==> config.mk <==
export PLATFORM = sky130hd
export DESIGN_NAME = split_addr_reg
export DESIGN_NICKNAME = d
export VERILOG_FILES = /design/src/rtl/split_addr_reg.sv
export SDC_FILE = /design/constraint.sdc
export NUM_CORES = 1
export LEC_CHECK = 0
export BUFFER_PORTS_ARGS = -buffer_cell sky130_fd_sc_hd__buf_4
export CORE_UTILIZATION = 24
export DETAILED_ROUTE_END_ITERATION = 12
export PLACE_DENSITY = 0.51
export REMOVE_ABC_BUFFERS = 1
export SYNTH_ARGS = -nofsm -noshare
export SYNTH_HDL_FRONTEND = slang
export SYNTH_SLANG_ARGS = --single-unit
==> constraint.sdc <==
create_clock -name clk -period 2.1 [get_ports clk]
set_input_delay 0.42 -clock clk [delete_from_list [all_inputs] [get_ports clk]]
set_output_delay 0.42 -clock clk [all_outputs]
set_load 0.03 [all_outputs]
==> src/rtl/split_addr_reg.sv <==
module split_addr_reg #(
  parameter bit WIDE_ADDR = 1'b1,
  parameter int AW        = 64,
  parameter int OFS_W     = 4
) (
  input  logic             clk,
  input  logic             rst_n,
  input  logic             wr_en,
  input  logic [OFS_W-1:0] wr_ofs,
  input  logic [AW-1:0]    wr_data,
  input  logic             wr_wide,
  output logic [AW-1:0]    addr_q,
  output logic             addr_upd
);
  localparam int HW = AW / 2;
  localparam logic [OFS_W-1:0] LO_OFS = '0;
  localparam logic [OFS_W-1:0] HI_OFS = OFS_W'(4);

  logic          pend;
  logic [HW-1:0] pend_lo;

  wire lo_hit = wr_en && (wr_ofs == LO_OFS);
  wire hi_hit = wr_en && (wr_ofs == HI_OFS) && !wr_wide;
  wire [HW-1:0] dlo = wr_data[HW-1:0];

  always_ff @(posedge clk) begin
    if (!rst_n) begin
      addr_q   <= '0;
      addr_upd <= 1'b0;
      pend     <= 1'b0;
      pend_lo  <= '0;
    end else begin
      addr_upd <= 1'b0;
      if (lo_hit && wr_wide) begin
        addr_q   <= WIDE_ADDR ? wr_data : {{HW{1'b0}}, dlo};
        addr_upd <= 1'b1;
        pend     <= 1'b0;
      end else if (lo_hit) begin
        if (WIDE_ADDR) begin
          pend_lo <= dlo;
          pend    <= 1'b1;
        end else begin
          addr_q   <= {{HW{1'b0}}, dlo};
          addr_upd <= 1'b1;
        end
      end else if (hi_hit && WIDE_ADDR) begin
        addr_q   <= {dlo, pend ? pend_lo : addr_q[HW-1:0]};
        addr_upd <= 1'b1;
        pend     <= 1'b0;
      end
    end
  end

  AST_LO_NO_PUBLISH: assert property (@(posedge clk) disable iff (!rst_n)
    (WIDE_ADDR && lo_hit && !wr_wide) |=> ($stable(addr_q) && !addr_upd));
  AST_HI_COMMIT: assert property (@(posedge clk) disable iff (!rst_n)
    (WIDE_ADDR && hi_hit) |=> (addr_upd && addr_q[AW-1:HW] == $past(wr_data[HW-1:0])));
  AST_HI_DROPPED: assert property (@(posedge clk) disable iff (!rst_n)
    (!WIDE_ADDR && hi_hit) |=> ($stable(addr_q) && !addr_upd));
  AST_UPPER_ZERO: assert property (@(posedge clk) disable iff (!rst_n)
    !WIDE_ADDR |-> (addr_q[AW-1:HW] == '0));
  AST_IDLE_NO_STROBE: assert property (@(posedge clk) disable iff (!rst_n)
    !wr_en |=> (!addr_upd && $stable(addr_q)));
endmodule

Word-level counts from Yosys, hierarchy flattened
Index checks and enable logic that the tools add are counted.

Div/mod/pow operators: 0. Shifts and indexed selects: 0. Add/subtract/negate cells: 0. Bitwise gates (word level): 2. Magnitude comparators: 0. Eq/ne operators: 2. Multiply operators: 0. Multiplexer cells: 9. Reduce and logical (&&, ||, !) cells: 13.

Operators with widths (number): 2-to-1 mux 64 bit (3); 2-to-1 mux 32 bit (1); nonzero test 2 bit (3); 2-to-1 mux 1 bit (5); == test 4 x 3 -> 1 bit (second input constant) (1); logical AND 1 bit (4); zero test 4 bit (1); AND reduction 2 bit (2); AND reduction 3 bit (1); inequality test 2 x 1 -> 1 bit (second input constant) (1); NOT 1 bit (2); OR reduction 2 bit (1); zero test 1 bit (1).

Register bits: 98. Memories: 0. Bits in writable memories: 0. Latch bits: 0. Output and inout bits: 65. Word-level logic and storage cells: 31. Bits in read-only memories: 0.

Longest topological paths before layout
Gate-level depths: netlist of run 1.

Word-level depth: 6. Mapped depth: 5.

Worst setup path before layout of run 1
No wires, ideal clock.

Path type: input-to-reg. Start point: input port wr_ofs[3]. End point: register addr_q[2]. Stages on the path: 5. Data required time: 1.981 ns. Library setup time: 0.119 ns. Arrival: 1.596 ns. Slack: 0.385 ns. Cell sequence: or4b_1 buf_6 buf_6 buf_2 o221a_2.

Word-level cells in the longest chain between the ends: 5. Elaborated cells on any way between the ends: 11. Classes of those cells: 2 x eq/ne; 1 x mux; 8 x reduce/logical.

RTL lines: start: declaration (line 9) `input logic [OFS_W-1:0] wr_ofs,`; == test 4 x 3 -> 1 bit or zero test 4 bit (tied branches) (line 23, 22); logical AND 1 bit (on tied branches) (line 23, 22); logical AND 1 bit (on tied branches) (line 23, 34); nonzero test 2 bit (no source line) or inequality test 2 x 1 -> 1 bit (tied branches); AND reduction 3 bit (no source line); end signal: assignment (line 35) `addr_q <= WIDE_ADDR ? wr_data : {{HW{1'b0}}, dlo};`; end signal: assignment (line 43) `addr_q <= {{HW{1'b0}}, dlo};`; end signal: assignment (line 47) `addr_q <= {dlo, pend ? pend_lo : addr_q[HW-1:0]};`; end: declaration (line 12) `output logic [AW-1:0] addr_q,`.

Parallel ways exist; a longest one is shown, timed or not. A chain may end at the register's enable or synchronous reset.

Final worst setup path of run 1
Start point: input port wr_ofs[3]. End point: register addr_q[51].

Word-level cells in the longest chain between the ends: 5. Elaborated cells on any way between the ends: 10. Classes of those cells: 2 x eq/ne; 1 x mux; 7 x reduce/logical.

RTL lines (line): == test 4 x 3 -> 1 bit or zero test 4 bit (tied branches) (23, 22); logical AND 1 bit (on tied branches) (23, 22); logical AND 1 bit (on tied branches) (23, 34); nonzero test 2 bit (no source line) or inequality test 2 x 1 -> 1 bit (tied branches); AND reduction 2 bit (no source line).

Parallel ways exist; a longest one is shown, timed or not.

==> results of run 1 <==
-- layout by cell type (no fill, tap or decap) --
master / n
a21boi_0: 30
a21boi_1: 3
a21oi_4: 2
and2_1: 2
buf_12: 5
buf_4: 144
clkbuf_1: 1
clkbuf_16: 9
clkbuf_8: 2
clkinv_2: 2
clkinv_4: 1
clkinvlp_4: 1
dfxtp_1: 98
nand2_1: 1
nand2b_2: 2
nand3_1: 32
nand3b_1: 1
nor2_4: 1
nor4b_4: 1
o21ai_0: 33
o221a_1: 48
o221a_2: 16
o22a_1: 64
or2_2: 1
or4b_4: 1
-- cells by family (layout without fill, tap and decap cells) --
family / count (synthesis) / after routing / share of synthesized area [%]
AO/OA/AOI/OAI: 196 / 196 / 41.3
flip-flops: 98 / 98 / 46.9
buffers and inverters: 51 / 165 / 6.14
AND/OR/NAND/NOR: 42 / 42 / 5.60
-- per-layer routing --
metal | wire [um] | vias up | part of all wire, % | track usage (%)
li1 | - | 1767 | - | -
met1 | 5590 | 1831 | 43 | 17.6
met2 | 6420 | 111 | 50 | 25.0
met3 | 660 | 15 | 5.1 | 2.95
met4 | 200 | 0 | 1.6 | 6.50
met5 | 0 | - | 0 | 0
-- final timing paths --
kind	end	slack [ns]	startpoint	depth (start not counted)
max	addr_q[51]	0.59	wr_ofs[3]	5
max reg2reg	addr_q[25]	0.72	pend	5
min	pend_lo[10]	0.36	wr_data[10]	3
min reg2reg	pend_lo[11]	0.48	pend_lo[11]	2
-- critical path: cells and delay by family --
family                 cells  cell delay (ns)
AOI/OAI and AO/OA          2             0.38
buffers and inverters      2             0.33
and+or+nand+nor            1             0.61
-- area by class of cell --
cell class	count	area [um^2]
Clock buffer	12	256
Clock inverter	4	26.3
Fill cell	1726	11100
Multi-Input combinational cell	238	1980
Sequential cell	98	1960
Tap cell	220	275
Timing Repair Buffer	149	1180
-- registers in the layout, summed over array words and instances (netlist names) --
name	flops
pend	1
addr_upd	1
addr_q	64
pend_lo	32
-- power by group through the flow --
| stage | logic [mW] | registers, mW | clock network (mW) |
|---|---|---|---|
| final | 0.453 | 1.90 | 1.60 |
| after floorplan | 0.153 | 1.98 | 0 |
| after CTS | 0.458 | 1.90 | 1.65 |
| after global routing | 0.488 | 1.90 | 1.73 |
| after detailed placement | 0.457 | 1.94 | 0 |
| after global placement | 0.446 | 1.94 | 0 |
-- stage by stage --
stage / hold WS, ns / cell area, um^2 / TNS, ns
after floorplan: 0.453 / 3920 / -71.12
after global placement: 0.460 / 5400 / 0
after detailed placement: 0.470 / 5400 / 0
after CTS: 0.336 / 5680 / 0
after global routing: 0.347 / 5680 / 0
final: 0.357 / 5680 / 0
==> summary.md, run 1 <==
| Metric | Value |
|---|---|
| Status | `finished clean` |
| Residual DRC | `0` |
| I/O Buffers | `136` |
| Fin. Hold Viols | `0` |
| Max-Cap Viols | `0` |
| CTS tree | `built` |
| Top-Level Pins | `137` |
| Type of the worst setup path | `in2reg` |
| Cell with the most instances after synthesis | `dfxtp_1` |
| Core Region | `16800 um^2` |
| H-tree depth | `3` |
| Relative slew margins | `58.8%` |
| Post-CTS Setup Bufs | `0` |
| Synth Register Bits | `98` |
| Die Wd | `134 um` |
| Final ANT Viol Nets | `0` |
| Sw power | `0.983 mW` |
| Synth async-reset ratio | `0%` |
| Synth area leader | `dfxtp_1` |
| Top cells by count, synth | `dfxtp_1, o22a_1, o221a_1` |
| Layout net count | `568` |
| Area growth from synthesis to final layout | `36.0%` |
| Post-placement worst setup slack | `0.243 ns` |
| Sw Share | `24.9%` |
| Clock power share | `40.5%` |
| Syn Inst Count | `387` |
| Ant diodes | `0` |
| Post-synth EDFFs | `0` |
| DP Wirelength | `7840 um` |
| Synth area leaders | `dfxtp_1, o22a_1, o221a_1` |
| Crit path max fanout | `33` |
| Clock skew | `0.00585 ns` |
| PwrDens | `695 nW/um^2` |
| Initial Utilization | `24.8%` |
| Worst setup SP type | `primary input` |
| Static Leak | `2.10 nW` |
| Placed instance count | `705` |
| Tot Pwr | `3.95 mW` |
| Post-route clock period utilization | `72.1%` |
| Worst-path cell chain | `buf_4, or4b_4, a21oi_4, buf_12, o221a_1` |
| Die height | `134 um` |
| Post-CTS Resized | `0` |
| Seq/Total Area, Yosys | `46.9%` |
| Crit path largest cell delay | `0.61 ns` |
| Site row count | `47` |
| Logic pwr share | `11.5%` |
| Num CTS Buffers | `9` |
| Post-synth cell types | `22` |
| PnR worst setup slack | `0.587 ns` |
| 1st-iter DRT viols | `154` |
| Final wirelength | `12900 um` |
| Share of cells above drive strength 1 | `37.5%` |
| Crit path DAT | `1.80 ns` |
| Int Power | `2.97 mW` |
| Final min period | `1.51 ns` |
| Clk_lat worst skew | `0.34 ns` |
| Layout Utilization | `33.8%` |
| CTS Hold Buffers Added | `0` |
| Kind of end point of the critical path | `register` |
| Worst endpoint required time | `2.39 ns` |
| Avg Cell Area, Syn | `10.8 um^2` |
| Final setup vio count | `0` |
| Main flop type after synthesis | `dfxtp_1` |
| Fin cells | `721` |
| CTS root buf | `clkbuf_16` |
| Initial antenna violation count | `0` |
| Synthesized area | `4180 um^2` |
| Crit-path slowest cell | `or4b_4` |
| Via count | `3724` |
| CTS Sinks | `98` |
| Largest net degree at the start of global routing | `99` |
| Synth warnings | `0` |
| Avg Vias per Cell | `5.17` |
| Global route overflow | `0` |
| First-pass GRT wire length | `20400 um` |
| Drt wl/cell | `17.8 um` |
| Clk buf depth | `2` |
| VDD IR max | `361 uV` |
| Routability cong. | `0.702` |
| GRT Total Usage | `14.6%` |
| Final slew viol count | `0` |
| Vias in the first global route | `3782` |
| Min-delay worst type | `in2reg` |
| Unrepaired setup endpoints after global routing | `no` |
| Yosys top cell area share | `46.9%` |
| First drt pass iteration count | `4` |
| Sequential share of power | `48.0%` |
| Fmax achieved | `0.661 GHz` |
| Worst-path clk slew | `0.07 ns` |
| Least-Margin Pin Slew | `0.618 ns` |
| Die ar. | `17900 um^2` |
No activity file was read; power rests on OpenSTA's default activity.
==> run 2: changes to the inputs <==
Settings changed: PLACE_DENSITY 0.51 to 0.52.
Clock period 2.1 ns to 1.32 ns, I/O delays scaled along.
==> summary.md, run 2 (same netlist as run 1, synthesis figures left out) <==
| Metric | Value |
|---|---|
| Status | `finished with violations (was finished clean)` |
| Failing checks | `negative setup slack` |
| Via count | `3877 (was 3724)` |
| Global route overflow | `0 (unchanged)` |
| Worst endpoint required time | `1.61 ns (was 2.39 ns)` |
| Clk_lat worst skew | `0.35 ns (was 0.34 ns)` |
| VDD IR max | `669 uV (was 361 uV)` |
| Max-Cap Viols | `0 (unchanged)` |
| Crit path max fanout | `9 (was 33)` |
| Ant diodes | `0 (unchanged)` |
| Footprint of the multi-input gates | `2020 um^2 (was 1980 um^2)` |
| Commonest non-fill, non-tap cell in the layout | `buf_4 (unchanged)` |
| Core Region | `16800 um^2 (unchanged)` |
| Unrepaired setup endpoints after global routing | `yes (was no)` |
| Fmax achieved | `0.742 GHz` |
| Crit path DAT | `1.64 ns (was 1.80 ns)` |
| Clock skew | `0.00542 ns (was 0.00585 ns)` |
| H-tree depth | `3 (unchanged)` |
| DP Wirelength | `8550 um (was 7840 um)` |
| Initial antenna violation count | `0 (unchanged)` |
| Sequential Area | `1960 um^2 (unchanged)` |
| Clk buf depth | `2 (unchanged)` |
| Hold WS | `0.200 ns (was 0.357 ns)` |
| Least-Margin Pin Slew | `0.309 ns (was 0.618 ns)` |
| Relative slew margins | `79.4% (was 58.8%)` |
| PnR worst setup slack | `-0.0284 ns (was 0.587 ns)` |
| Die Wd | `134 um (unchanged)` |
| Drt wl/cell | `18.4 um (was 17.8 um)` |
| Largest registers | `addr_q: 64 flops, pend_lo: 32 flops (unchanged)` |
| Site row count | `47 (unchanged)` |
| Share of cells above drive strength 1 | `40.5% (was 37.5%)` |
| RR Startpoint | `pend (unchanged)` |
| Worst-path clk slew | `0.07 ns (about the same)` |
| Worst setup SP type | `primary input (unchanged)` |
| Min-delay worst type | `in2reg (unchanged)` |
| Die ar. | `17900 um^2 (unchanged)` |
| Num CTS Buffers | `9 (unchanged)` |
| Final instance area | `6120 um^2 (was 5680 um^2)` |
| I/O Buffers | `136 (unchanged)` |
| First drt pass iteration count | `4 (unchanged)` |
| Avg Vias per Cell | `5.21 (was 5.17)` |
| CTS root buf | `clkbuf_16 (unchanged)` |
| Most frequent cells in the layout | `buf_4, dfxtp_1, o22a_1, o221a_1, o21ai_0 (unchanged)` |
| CTS tree | `built (unchanged)` |
| GRT Total Usage | `15.0% (was 14.6%)` |
| Residual DRC | `0 (unchanged)` |
| Fin. Hold Viols | `0 (unchanged)` |
| Final setup vio count | `19 (was 0)` |
| Die height | `134 um (unchanged)` |
| First-pass GRT wire length | `20900 um (was 20400 um)` |
| Layout net count | `591 (was 568)` |
| Most flops, register | `addr_q (unchanged)` |
| Layout filler cell count | `1694 (was 1726)` |
| Top-Level Pins | `137 (unchanged)` |
| Area growth from synthesis to final layout | `46.4% (was 36.0%)` |
| PwrDens | `1120 nW/um^2 (was 695 nW/um^2)` |
| CTS Sinks | `98 (unchanged)` |
| Final min period | `1.35 ns` |
| Static Leak | `2.33 nW (was 2.10 nW)` |
| Initial Utilization | `24.8% (unchanged)` |
| Final wirelength | `13700 um (was 12900 um)` |
| Vias in the first global route | `3878 (was 3782)` |
| Setup crit start | `wr_ofs[0] (was wr_ofs[3])` |
| Post-route clock period utilization | `102%` |
| Largest net degree at the start of global routing | `62 (was 99)` |
| Hold Crit Start | `wr_data[10] (unchanged)` |
| Number of flip-flops in the largest register | `64 (unchanged)` |
| Routability cong. | `0.691 (was 0.702)` |
| 1st-iter DRT viols | `244 (was 154)` |
| Tot Pwr | `6.85 mW (was 3.95 mW)` |
| Type of the worst setup path | `in2reg (unchanged)` |
| Final ANT Viol Nets | `0 (unchanged)` |
| Kind of end point of the critical path | `register (unchanged)` |
| Placed inst area | `5620 um^2 (was 5400 um^2)` |
| Final slew viol count | `0 (unchanged)` |
## run 2: timing repair
action | CTS | global route
hold buffers | 0 | 0
resized for setup | 0 | 6
buffers inserted | 0 | 2
pin swaps | 1 | 1
gates cloned | 0 | 3
setup endpoints to repair | 7 | 56
## run 2: worst max-delay path: stages
cell and delay (ns):
buf_6 0.09, or4b_4 0.62, a21oi_4 0.17, buf_12 0.15
clkbuf_16 0.16, o221a_2 0.18
## run 2: final cells by class
cell class | instances | share of cell area, %
clock buffers | 13 | 4.58
clock inverters | 3 | 1.12
multi-input cells | 238 | 33.0
flip-flops and latches | 98 | 32.1
well taps | 220 | 4.50
repair buffers | 172 | 24.7
## run 2: final timing paths
kind / to / slack [ns] / cells past startpoint
worst max-delay path: addr_q[6] / -0.03 / 6
worst min-delay path: pend_lo[10] / 0.20 / 3
worst max register to register: addr_q[6] / 0.03 / 6
worst min register to register: pend_lo[5] / 0.47 / 2
## run 2: where the power goes
part / switching, mW / internal, mW
registers: 0.0229 / 3.00
logic: 0.401 / 0.399
clock network: 1.16 / 1.87
## run 2: layer usage
metal	vias up	wire length, um	share of wire [%]	track usage, %
li1	1815	-	-	-
met1	1920	6070	44	18.4
met2	125	6550	48	24.8
met3	17	797	5.8	3.89
met4	0	241	1.8	5.87
met5	-	0	0	0
## run 2: metrics by stage
step                setup TNS, ns  worst slack (ns)  util (%)  cells
floorplan                 -132.27             -1.52         -    336
global placement           -30.11            -0.329      33.4    723
detailed placement         -33.98            -0.378      33.4    723
CTS                             0           0.00815      35.5    739
global route               -0.883           -0.0377      36.4    744
finish                     -0.340           -0.0284      36.4    744
